File: config.mk
export PLATFORM = sky130hd
export DESIGN_NAME = vic2_ctrl
export DESIGN_NICKNAME = d
export VERILOG_FILES = /design/src/rtl/vic2_pkg.sv /design/src/rtl/vic2_ext_chan.sv /design/src/rtl/vic2_pick.sv /design/src/rtl/vic2_svc_stack.sv /design/src/rtl/vic2_ctrl.sv
export SDC_FILE = /design/constraint.sdc
export NUM_CORES = 1
export LEC_CHECK = 0
export BUFFER_PORTS_ARGS = -buffer_cell sky130_fd_sc_hd__buf_2
export CORE_ASPECT_RATIO = 1.5
export CORE_UTILIZATION = 50
export CTS_BUF_LIST = sky130_fd_sc_hd__clkbuf_8 sky130_fd_sc_hd__clkbuf_16
export DETAILED_ROUTE_END_ITERATION = 8
export HOLD_SLACK_MARGIN = 0.02
export PLACE_DENSITY = 0.82
export SYNTH_ARGS = -nofsm -noshare
export SYNTH_HDL_FRONTEND = slang
export SYNTH_SLANG_ARGS = --single-unit
File: constraint.sdc
create_clock -name clk -period 3.45 [get_ports clk]
set_clock_uncertainty 0.2 [all_clocks]
set_input_delay 0.69 -clock clk [delete_from_list [all_inputs] [get_ports clk]]
set_output_delay 0.69 -clock clk [all_outputs]
set_load 0.01 [all_outputs]
File: src/rtl/vic2_pkg.sv
package vic2_pkg;
   localparam int NSRC      = 6;
   localparam int SRC_IDX_W = 3;
   localparam int GLB_BIT   = 7;
   // source indices, also their bit positions in both registers
   localparam int SRC_X0  = 0;
   localparam int SRC_T0  = 1;
   localparam int SRC_X1  = 2;
   localparam int SRC_T1  = 3;
   localparam int SRC_SER = 4;
   localparam int SRC_T2  = 5;
   localparam logic [7:0] EN_MASK  = 8'hBF;
   localparam logic [7:0] PRI_MASK = 8'h3F;
endpackage

File: src/rtl/vic2_ext_chan.sv
module vic2_ext_chan #(
   parameter int SYNC_STAGES = 2
) (
   input  logic clk,
   input  logic rst_n,
   input  logic pin_n,
   input  logic edge_mode,
   input  logic clr,
   output logic req,
   output logic flag
);
   logic cur;
   logic prev_q;
   logic fall;

   generate
      if (SYNC_STAGES == 1) begin : g_one
         logic s_q;
         always_ff @(posedge clk or negedge rst_n) begin
            if (!rst_n) s_q <= 1'b1;
            else        s_q <= pin_n;
         end
         assign cur = s_q;
      end else begin : g_chain
         logic [SYNC_STAGES-1:0] sh_q;
         always_ff @(posedge clk or negedge rst_n) begin
            if (!rst_n) sh_q <= '1;
            else        sh_q <= {sh_q[SYNC_STAGES-2:0], pin_n};
         end
         assign cur = sh_q[SYNC_STAGES-1];
      end
   endgenerate

   assign fall = prev_q & ~cur;

   always_ff @(posedge clk or negedge rst_n) begin
      if (!rst_n) begin
         prev_q <= 1'b1;
         flag   <= 1'b0;
      end else begin
         prev_q <= cur;
         if (edge_mode && fall) flag <= 1'b1;
         else if (clr)          flag <= 1'b0;
      end
   end

   assign req = edge_mode ? flag : ~cur;

   // a detected fall in edge mode leaves the flag set
   p_fall_sets_flag_r6: assert property (@(posedge clk) disable iff (!rst_n)
      (edge_mode && prev_q && !cur) |=> flag);
   // acknowledge without a fresh edge drops the flag
   p_ack_drops_flag_r8: assert property (@(posedge clk) disable iff (!rst_n)
      (clr && !(edge_mode && prev_q && !cur)) |=> !flag);
endmodule

File: src/rtl/vic2_pick.sv
module vic2_pick
   import vic2_pkg::*;
#(
   parameter int VEC_W      = 8,
   parameter int VEC_BASE   = 3,
   parameter int VEC_STRIDE = 8
) (
   input  logic [NSRC-1:0]      pend,
   input  logic [NSRC-1:0]      en_src,
   input  logic                 glb,
   input  logic [NSRC-1:0]      pri_src,
   input  logic                 allow_hi,
   input  logic                 allow_lo,
   output logic                 valid,
   output logic                 win_hi,
   output logic [SRC_IDX_W-1:0] idx,
   output logic [NSRC-1:0]      grant,
   output logic [VEC_W-1:0]     vec
);
   logic [NSRC-1:0] elig, hi_set, lo_set, sel;

   always_comb begin
      elig   = pend & en_src & {NSRC{glb}};
      hi_set = elig & pri_src & {NSRC{allow_hi}};
      lo_set = elig & ~pri_src & {NSRC{allow_lo}};
      win_hi = |hi_set;
      sel    = win_hi ? hi_set : lo_set;
      valid  = |sel;
      idx    = '0;
      grant  = '0;
      vec    = '0;
      // scan from the weakest so the lowest index wins last
      for (int i = NSRC - 1; i >= 0; i--) begin
         if (sel[i]) begin
            idx      = SRC_IDX_W'(i);
            grant    = '0;
            grant[i] = 1'b1;
            vec      = VEC_W'(VEC_BASE + i * VEC_STRIDE);
         end
      end
   end
endmodule

File: src/rtl/vic2_svc_stack.sv
module vic2_svc_stack #(
   parameter int DEPTH = 2,
   localparam int DW   = $clog2(DEPTH + 1)
) (
   input  logic          clk,
   input  logic          rst_n,
   input  logic          push,
   input  logic          push_hi,
   input  logic          pop,
   output logic [DW-1:0] depth,
   output logic          top_hi,
   output logic          allow_hi,
   output logic          allow_lo
);
   logic [DEPTH-1:0] lvl_q;
   logic             full, empty;

   assign full  = (depth == DW'(DEPTH));
   assign empty = (depth == '0);

   always_comb begin
      top_hi = 1'b0;
      for (int i = 0; i < DEPTH; i++)
         if (depth == DW'(i + 1)) top_hi = lvl_q[i];
   end

   assign allow_hi = empty || (!top_hi && !full);
   assign allow_lo = empty;

   always_ff @(posedge clk or negedge rst_n) begin
      if (!rst_n) begin
         depth <= '0;
         lvl_q <= '0;
      end else if (push && !pop && !full) begin
         for (int i = 0; i < DEPTH; i++)
            if (depth == DW'(i)) lvl_q[i] <= push_hi;
         depth <= depth + 1'b1;
      end else if (pop && !push && !empty) begin
         depth <= depth - 1'b1;
      end else if (push && pop && !empty) begin
         for (int i = 0; i < DEPTH; i++)
            if (depth == DW'(i + 1)) lvl_q[i] <= push_hi;
      end
   end

   // occupancy never passes the stack size
   p_depth_bound_r10: assert property (@(posedge clk) disable iff (!rst_n)
      depth <= DW'(DEPTH));
   // a lone return removes exactly one level
   p_pop_one_r10: assert property (@(posedge clk) disable iff (!rst_n)
      (pop && !push && !empty) |=> (depth == $past(depth) - 1'b1));
   // nothing is accepted over a high-level routine
   p_no_push_over_hi_r5: assert property (@(posedge clk) disable iff (!rst_n)
      (!empty && top_hi) |-> !push);
endmodule

File: src/rtl/vic2_ctrl.sv
module vic2_ctrl
   import vic2_pkg::*;
#(
   parameter int SYNC_STAGES = 2,
   parameter int VEC_W       = 8,
   parameter int VEC_BASE    = 3,
   parameter int VEC_STRIDE  = 8,
   parameter int SVC_DEPTH   = 2
) (
   input  logic                           clk,
   input  logic                           rst_n,
   input  logic                           cfg_wr_en,
   input  logic                           cfg_wr_pri,
   input  logic [7:0]                     cfg_wdata,
   output logic [7:0]                     en_rd,
   output logic [7:0]                     pri_rd,
   input  logic [1:0]                     ext_n,
   input  logic [1:0]                     ext_type,
   input  logic                           tmr0_ovf,
   input  logic                           tmr1_ovf,
   input  logic                           ser_flag,
   input  logic                           tm2_flag,
   input  logic                           irq_ack,
   input  logic                           irq_ret,
   output logic                           irq_req,
   output logic [VEC_W-1:0]               irq_vec,
   output logic                           irq_hi,
   output logic [3:0]                     flag_q,
   output logic [$clog2(SVC_DEPTH+1)-1:0] svc_depth
);
   localparam int DW = $clog2(SVC_DEPTH + 1);

   generate
      if (SYNC_STAGES < 1) begin : g_bad_sync
         $error("SYNC_STAGES must be at least 1");
      end
      if (VEC_BASE + (NSRC - 1) * VEC_STRIDE >= (1 << VEC_W)) begin : g_bad_vec
         $error("vector table does not fit VEC_W");
      end
      if (SVC_DEPTH < 2) begin : g_bad_depth
         $error("SVC_DEPTH must allow one preemption");
      end
   endgenerate

   logic [7:0]           en_q, pri_q;
   logic [1:0]           x_req, x_flag, tf_q;
   logic [NSRC-1:0]      pend, grant;
   logic [SRC_IDX_W-1:0] win_idx;
   logic                 win_valid, win_hi, take;
   logic                 top_hi, allow_hi, allow_lo;

   always_ff @(posedge clk or negedge rst_n) begin
      if (!rst_n) begin
         en_q  <= '0;
         pri_q <= '0;
      end else begin
         if (cfg_wr_en)  en_q  <= cfg_wdata & EN_MASK;
         if (cfg_wr_pri) pri_q <= cfg_wdata & PRI_MASK;
      end
   end
   assign en_rd  = en_q;
   assign pri_rd = pri_q;

   assign take = irq_ack & win_valid;

   // external channels sit at even indices, timers at the odd ones
   generate
      for (genvar c = 0; c < 2; c++) begin : g_pair
         vic2_ext_chan #(.SYNC_STAGES(SYNC_STAGES)) u_ext (
            .clk       (clk),
            .rst_n     (rst_n),
            .pin_n     (ext_n[c]),
            .edge_mode (ext_type[c]),
            .clr       (take && (win_idx == SRC_IDX_W'(2 * c))),
            .req       (x_req[c]),
            .flag      (x_flag[c])
         );

         logic ovf;
         assign ovf = (c == 0) ? tmr0_ovf : tmr1_ovf;
         always_ff @(posedge clk or negedge rst_n) begin
            if (!rst_n)                                        tf_q[c] <= 1'b0;
            else if (ovf)                                      tf_q[c] <= 1'b1;
            else if (take && win_idx == SRC_IDX_W'(2 * c + 1)) tf_q[c] <= 1'b0;
         end
      end
   endgenerate

   assign pend   = {tm2_flag, ser_flag, tf_q[1], x_req[1], tf_q[0], x_req[0]};
   assign flag_q = {tf_q[1], x_flag[1], tf_q[0], x_flag[0]};

   vic2_pick #(
      .VEC_W(VEC_W), .VEC_BASE(VEC_BASE), .VEC_STRIDE(VEC_STRIDE)
   ) u_pick (
      .pend     (pend),
      .en_src   (en_q[NSRC-1:0]),
      .glb      (en_q[GLB_BIT]),
      .pri_src  (pri_q[NSRC-1:0]),
      .allow_hi (allow_hi),
      .allow_lo (allow_lo),
      .valid    (win_valid),
      .win_hi   (win_hi),
      .idx      (win_idx),
      .grant    (grant),
      .vec      (irq_vec)
   );

   vic2_svc_stack #(.DEPTH(SVC_DEPTH)) u_stack (
      .clk      (clk),
      .rst_n    (rst_n),
      .push     (take),
      .push_hi  (win_hi),
      .pop      (irq_ret),
      .depth    (svc_depth),
      .top_hi   (top_hi),
      .allow_hi (allow_hi),
      .allow_lo (allow_lo)
   );

   assign irq_req = win_valid;
   assign irq_hi  = win_hi;

   // global enable off silences every source
   p_glb_gate_r1: assert property (@(posedge clk) disable iff (!rst_n)
      !en_q[GLB_BIT] |-> !irq_req);
   // the presented source is enabled and pending
   p_src_enabled_r2: assert property (@(posedge clk) disable iff (!rst_n)
      irq_req |-> |(grant & en_q[NSRC-1:0] & pend));
   // over a low routine only a high request is shown
   p_preempt_hi_only_r4: assert property (@(posedge clk) disable iff (!rst_n)
      (svc_depth != '0 && !top_hi) |-> (!irq_req || irq_hi));
   // a high routine blocks everything
   p_hi_blocks_r5: assert property (@(posedge clk) disable iff (!rst_n)
      (svc_depth != DW'(0) && top_hi) |-> !irq_req);
   // accepting timer 0 without a new overflow clears its flag
   p_tmr0_clear_r8: assert property (@(posedge clk) disable iff (!rst_n)
      (take && grant[SRC_T0] && !tmr0_ovf) |=> !flag_q[1]);
endmodule

# [After elaboration in Yosys (flattened, before gate mapping)]
# Cells that the tools add are included.
[op_classes] bitwise_logic=12 reduce_logical=33 mux=33 n_eq_ne=8 add_sub_neg=2
[ops] operator="$mux 6" n=7
[ops] operator="$and 6x6->6" n=6
[ops] operator="$mux 3" n=6
[ops] operator="$reduce_bool 2->1" n=8
[ops] operator="$mux 1" n=15
[ops] operator="$logic_and 1x1->1" n=13
[ops] operator="$reduce_or 6->1" n=2
[ops] operator="$mux 2" n=5
[ops] operator="$reduce_and 4->1" n=2
[ops] operator="$eq 3x2->1 const B" n=2
[ops] operator="$not 6->6" n=1
[ops] operator="$logic_not 1->1" n=5
[ops] operator="$ne 2x2->1 const B" n=2
[ops] operator="$and 1x1->1" n=3
[ops] operator="$eq 3x1->1 const B" n=1
[ops] operator="$logic_not 3->1" n=1
[ops] operator="$add 2x1->2 const B" n=1
[ops] operator="$eq 2x1->1 const B" n=1
[ops] operator="$eq 2x2->1 const B" n=1
[ops] operator="$logic_not 2->1" n=1
[ops] operator="$ne 2x1->1 const B" n=1
[ops] operator="$not 1->1" n=2
[ops] operator="$sub 2x1->2 const B" n=1
[ops] operator="$logic_or 1x1->1" n=1
[totals] word_cells=101 out_inout_bits=32 ff_bits=27 inputBits=22

# [Logic depth before layout (Yosys ltp)]
[logic_depth] word_depth=19 depth_mapped=10 ltp_nobuf=10

# [Hierarchy]
# A second synthesis with hierarchy kept.
[unflattened] cells_unflattened=168 area_unflattened_um2=1766.7
[by_module_without_submodules] mod="vic2_ctrl" cells_each=47 instances=1 area_each_um2=693.2 seq_area_each_um2=375.4
[by_module_without_submodules] mod="vic2_pick" cells_each=71 instances=1 area_each_um2=473.0 seq_area_each_um2=0.0
[by_module_without_submodules] mod="vic2_svc_stack" cells_each=32 instances=1 area_each_um2=335.3 seq_area_each_um2=100.1
[by_module_without_submodules] mod="vic2_ext_chan" cells_each=9 instances=2 area_each_um2=132.6 seq_area_each_um2=103.8

# [Worst setup path before layout]
# OpenSTA, ideal clock, no wires.
[synth_path] path_type="reg-to-output" startpoint="reg u_stack.depth[0]" endpoint="out irq_vec[5]" slack_ps=157 required_time_ps=2560 n_path_buf=0 path_stages_with_launch=9 arrival_time_ps=2403 path_cell_list="dfrtp_1 > inv_1 > ha_1 > nand3b_1 > a31oi_4 > a211oi_2 > a22o_1 > nor3_4 > nor3b_1"
[synth_between] elab_chain_cells=15 elab_cells_between_ends=19 classes_between="eq/ne: 2; mux: 9; bitwise: 2; reduce/logical: 6"
[synth_rtl] item="start: declaration" line_no="vic2_svc_stack.sv:10" source="output logic [DW-1:0] depth,"
[synth_rtl] item="start signal: assignment" line_no="vic2_svc_stack.sv:37" source="depth <= depth + 1'b1;"
[synth_rtl] item="start signal: assignment" line_no="vic2_svc_stack.sv:39" source="depth <= depth - 1'b1;"
[synth_rtl] item="$eq 2x1->1" line_no="vic2_svc_stack.sv:24" source="if (depth == DW'(i + 1)) top_hi = lvl_q[i];"
[synth_rtl] item="$mux 1 (2 in a row)" line_no="vic2_svc_stack.sv:24"
[synth_rtl] item="$logic_not 1->1" line_no="vic2_svc_stack.sv:27" source="assign allow_hi = empty || (!top_hi && !full);"
[synth_rtl] item="$logic_and 1x1->1" line_no="vic2_svc_stack.sv:27"
[synth_rtl] item="$logic_or 1x1->1" line_no="vic2_svc_stack.sv:27"
[synth_rtl] item="$and 6x6->6" line_no="vic2_pick.sv:24" source="hi_set = elig & pri_src & {NSRC{allow_hi}};"
[synth_rtl] item="$reduce_or 6->1" line_no="vic2_pick.sv:26" source="win_hi = |hi_set;"
[synth_rtl] item="$mux 6 (*)" line_no="vic2_pick.sv:27" source="sel = win_hi ? hi_set : lo_set;"
[synth_rtl] item="$mux 6 (5 in a row)" line_no="vic2_pick.sv:34" source="if (sel[i]) begin"
[synth_rtl] item="$mux 6 (*)" line_no="vic2_pick.sv:34"
[synth_rtl] item="end: declaration" line_no="vic2_ctrl.sv:26" source="output logic [VEC_W-1:0] irq_vec,"
# Mark *: on every way between the ends. The rest lies on a longest branch, timed or not.

# [Final worst setup path]
[layout_path] startpoint="reg en_q[7] (netlist: en_rd[7])" endpoint="out irq_vec[3]"
[layout_between] elab_chain_cells=11 elab_cells_between_ends=13 classes_between="mux: 7; bitwise: 5; reduce/logical: 1"
[layout_rtl] item="start: declaration" line_no="vic2_ctrl.sv:45" source="logic [7:0] en_q, pri_q;"
[layout_rtl] item="start signal: assignment" line_no="vic2_ctrl.sv:57" source="if (cfg_wr_en) en_q <= cfg_wdata & EN_MASK;"
[layout_rtl] item="$and 6x6->6 (*)" line_no="vic2_pick.sv:23" source="elig = pend & en_src & {NSRC{glb}};"
[layout_rtl] item="$and 6x6->6 (2 in a row)" line_no="vic2_pick.sv:24"
[layout_rtl] item="$reduce_or 6->1" line_no="vic2_pick.sv:26"
[layout_rtl] item="$mux 6 (*)" line_no="vic2_pick.sv:27"
[layout_rtl] item="$mux 6 (5 in a row)" line_no="vic2_pick.sv:34"
[layout_rtl] item="$mux 6 (*)" line_no="vic2_pick.sv:34"
# Marks and branches as above.

==> run metrics <==
DIE WIDTH between 40 and 50 um; Total Wirelength between 3 and 4 mm; Worst path top cell family by delay compound AO/OA/AOI/OAI gates; Peak supply drop 460 uV; Max-slew headroom 61.5%; Area growth, synth to finish 23.4%; First-pass DRT Iterations 4; Vias/cell roughly 5.5; final hold violation count 0; fin cells 239; die area 3470 sq um; final setup margin 0.0974 ns; PD cells 655 nW/um^2; Mapped Area between 1500 and 2000 sq um; final net count 226; initial DRC count 26; Critical Path RT 2.56 ns; total leakage power around 0.9 nW; chip height 71.7 um; Synth area leader dfrtp_1; Antenna Cells 0; slowest CP cell nor4_1; final setup fails 0; Setup WS pre-CTS between 0.15 and 0.2 ns; GRT Util Overall 22.5%; wire length of the first global-routing pass 6.04 mm; Total Power 0.00131 W; number of max-cap violations 0; WP depth 7; worst-skew pair later-pin latency 0.27 ns; crit end category primary output; Reg2Reg Depth 12; initial antenna violation count 0; register area share after synthesis 42.2%; clock sinks 27; Final Max Tran Viols 0; Core Rows 24; residual DRC count 0; Num CTS Buffers 3; Worst Max-Slew Pin Slew 0.573 ns; largest net degree at the start of global routing 28; Core Box Area between 3000 and 4000 sq um; H-tree depth 1; Crit Path Max Fanout 5; CP Launch Type flop; Period minus WS final 3.35 ns; Antenna Nets Post-Route 0; Post-Synthesis Cells 150; flops & latches, synth 27; Syn Area/Cell between 10 and 15 sq um; CTS Hold Bufs 0; Hold Path Depth 0; area occupied by multi-input gates 892 sq um; placed cells 231; I/O pins 54; synth warn 0; Synth top area share about a third; via count 1326; Hold Crit Class reg2reg; synth cell count leaders dfrtp_1, nand2_1, mux2_2; HPWL Detailed 2.89 mm; synth unique cells 48; Final GP Congestion 0.818; fin crit share 97.2%; CP max stage delay 0.54 ns; Area contributors post-synth dfrtp_1, dfstp_2, mux2_2; deepest clock path buffer count 2; Initial Util between 50% and 60%; Synth Flop Type dfrtp_1; port buffer count 46; WS Path Type reg2out; clock-pin transition on the worst setup and hold timing paths 0.09 ns; FF/Latch Area around 690 sq um; Util after Layout between 60% and 70%; layout cells sized above 1 approximately 50%; Clock Root Buffer clkbuf_8; fill count 254; GRT overflow 0; ys async rst share 100%; count leader, synth dfrtp_1; vias in the first global route 1387; EDFF count, synth 0; FMAX between 200 and 300 MHz; CTS tree done; CP Cell Sequence and3_4, a22o_1, nor4_1, o311a_2, o21bai_1, a21oi_1, buf_2; WL per Instance 16.1 um; Arr. time, crit path 2.46 ns; Critical path buffers and inverters 1; status finished clean
area by class of cell:
cell class | count | share of cell area [%]
Multi-Input combinational cell | 109 | 44.6
Sequential cell | 27 | 34.3
Timing Repair Buffer | 53 | 15.0
Tap cell | 39 | 2.44
Clock buffer | 3 | 2.07
Inverter | 7 | 1.31
Clock inverter | 1 | 0.250
state kept, by name, summed over array words and instances (netlist names):
signal / cells
en_rd: 7
flag_q: 2
g_pair.u_ext.flag: 2
g_pair.u_ext.g_chain.sh_q: 4
g_pair.u_ext.prev_q: 2
pri_rd: 6
u_stack.depth: 2
u_stack.lvl_q: 2
worst reg2reg max path: stages, from the launching register on:
cell,delay [ns]
dfrtp_1,0.39
inv_1,0.16
ha_4,0.19
nand3b_1,0.19
a31oi_4,0.13
buf_4,0.17
a21oi_1,0.22
o311a_4,0.28
nor3_4,0.05
buf_6,0.13
a21boi_4,0.17
nand2_1,0.09
mux2_1,0.31
power by group:
part           switching [W]  internal, W
Combinational       0.000387     0.000320
Sequential         0.0000491     0.000372
Clock              0.0000991    0.0000811
Total               0.000536     0.000774
cell families after synthesis:
logic type / share of synthesized area [%]
other: 0.232
buffers and inverters: 6.72
and+or+nand+nor: 18.1
xor gates and xnor gates: 0.541
muxes: 9.04
AOI/OAI and AO/OA: 20.9
adders and majority gates: 2.32
DFF: 42.2
layer usage:
layer | track usage [%] | wire (um) | up-vias
li1 | - | - | 625
met1 | 22.5 | 1450 | 642
met2 | 43.7 | 2110 | 41
met3 | 2.55 | 138 | 18
met4 | 14.1 | 138 | 0
met5 | 0 | 0 | -
final timing paths:
path	startpoint	endpoint	slack, ns
min reg2reg	g_pair[0].u_ext.g_chain.sh_q[0]	g_pair[0].u_ext.g_chain.sh_q[1]	0.16
max	en_rd[7]	irq_vec[3]	0.1
max in group asynchronous	rst_n	u_stack.depth[1]	2.43
min	g_pair[0].u_ext.g_chain.sh_q[0]	g_pair[0].u_ext.g_chain.sh_q[1]	0.16
max reg2reg	u_stack.depth[0]	u_stack.lvl_q[0]	0.66
min in group asynchronous	rst_n	u_stack.depth[0]	0.20
stage by stage:
stage	instance area (sq um)	TNS, ns	hold WS [ns]
after floorplan	1640	0	0.145
after global placement	1860	0	0.146
final	2000	0	0.161
after CTS	1920	0	0.162
after global routing	2000	-0.0724	0.165
after detailed placement	1860	0	0.149
cells in the final DEF (no fill, tap or decap), types with 2 or more instances in the layout:
cell,instances
mux2_1,2
o21a_1,2
o21bai_1,2
or3_1,2
dfrtp_1,19
inv_1,6
nor2_1,8
nand3_1,4
buf_2,46
dfstp_2,6
o21ai_0,7
buf_4,5
conb_1,6
nand2_1,16
clkbuf_8,3
a22o_1,4
a21oi_1,6
nor2b_1,5
dfrtp_2,2
mux2_2,11
a21o_1,2
what timing repair did:
action,CTS,global route
setup endpoints to repair,4,5
resized for setup,0,11
hold endpoints to repair,0,0
pin swaps,1,5
setup buffers,2,2
(Power assumes the default switching activity.)
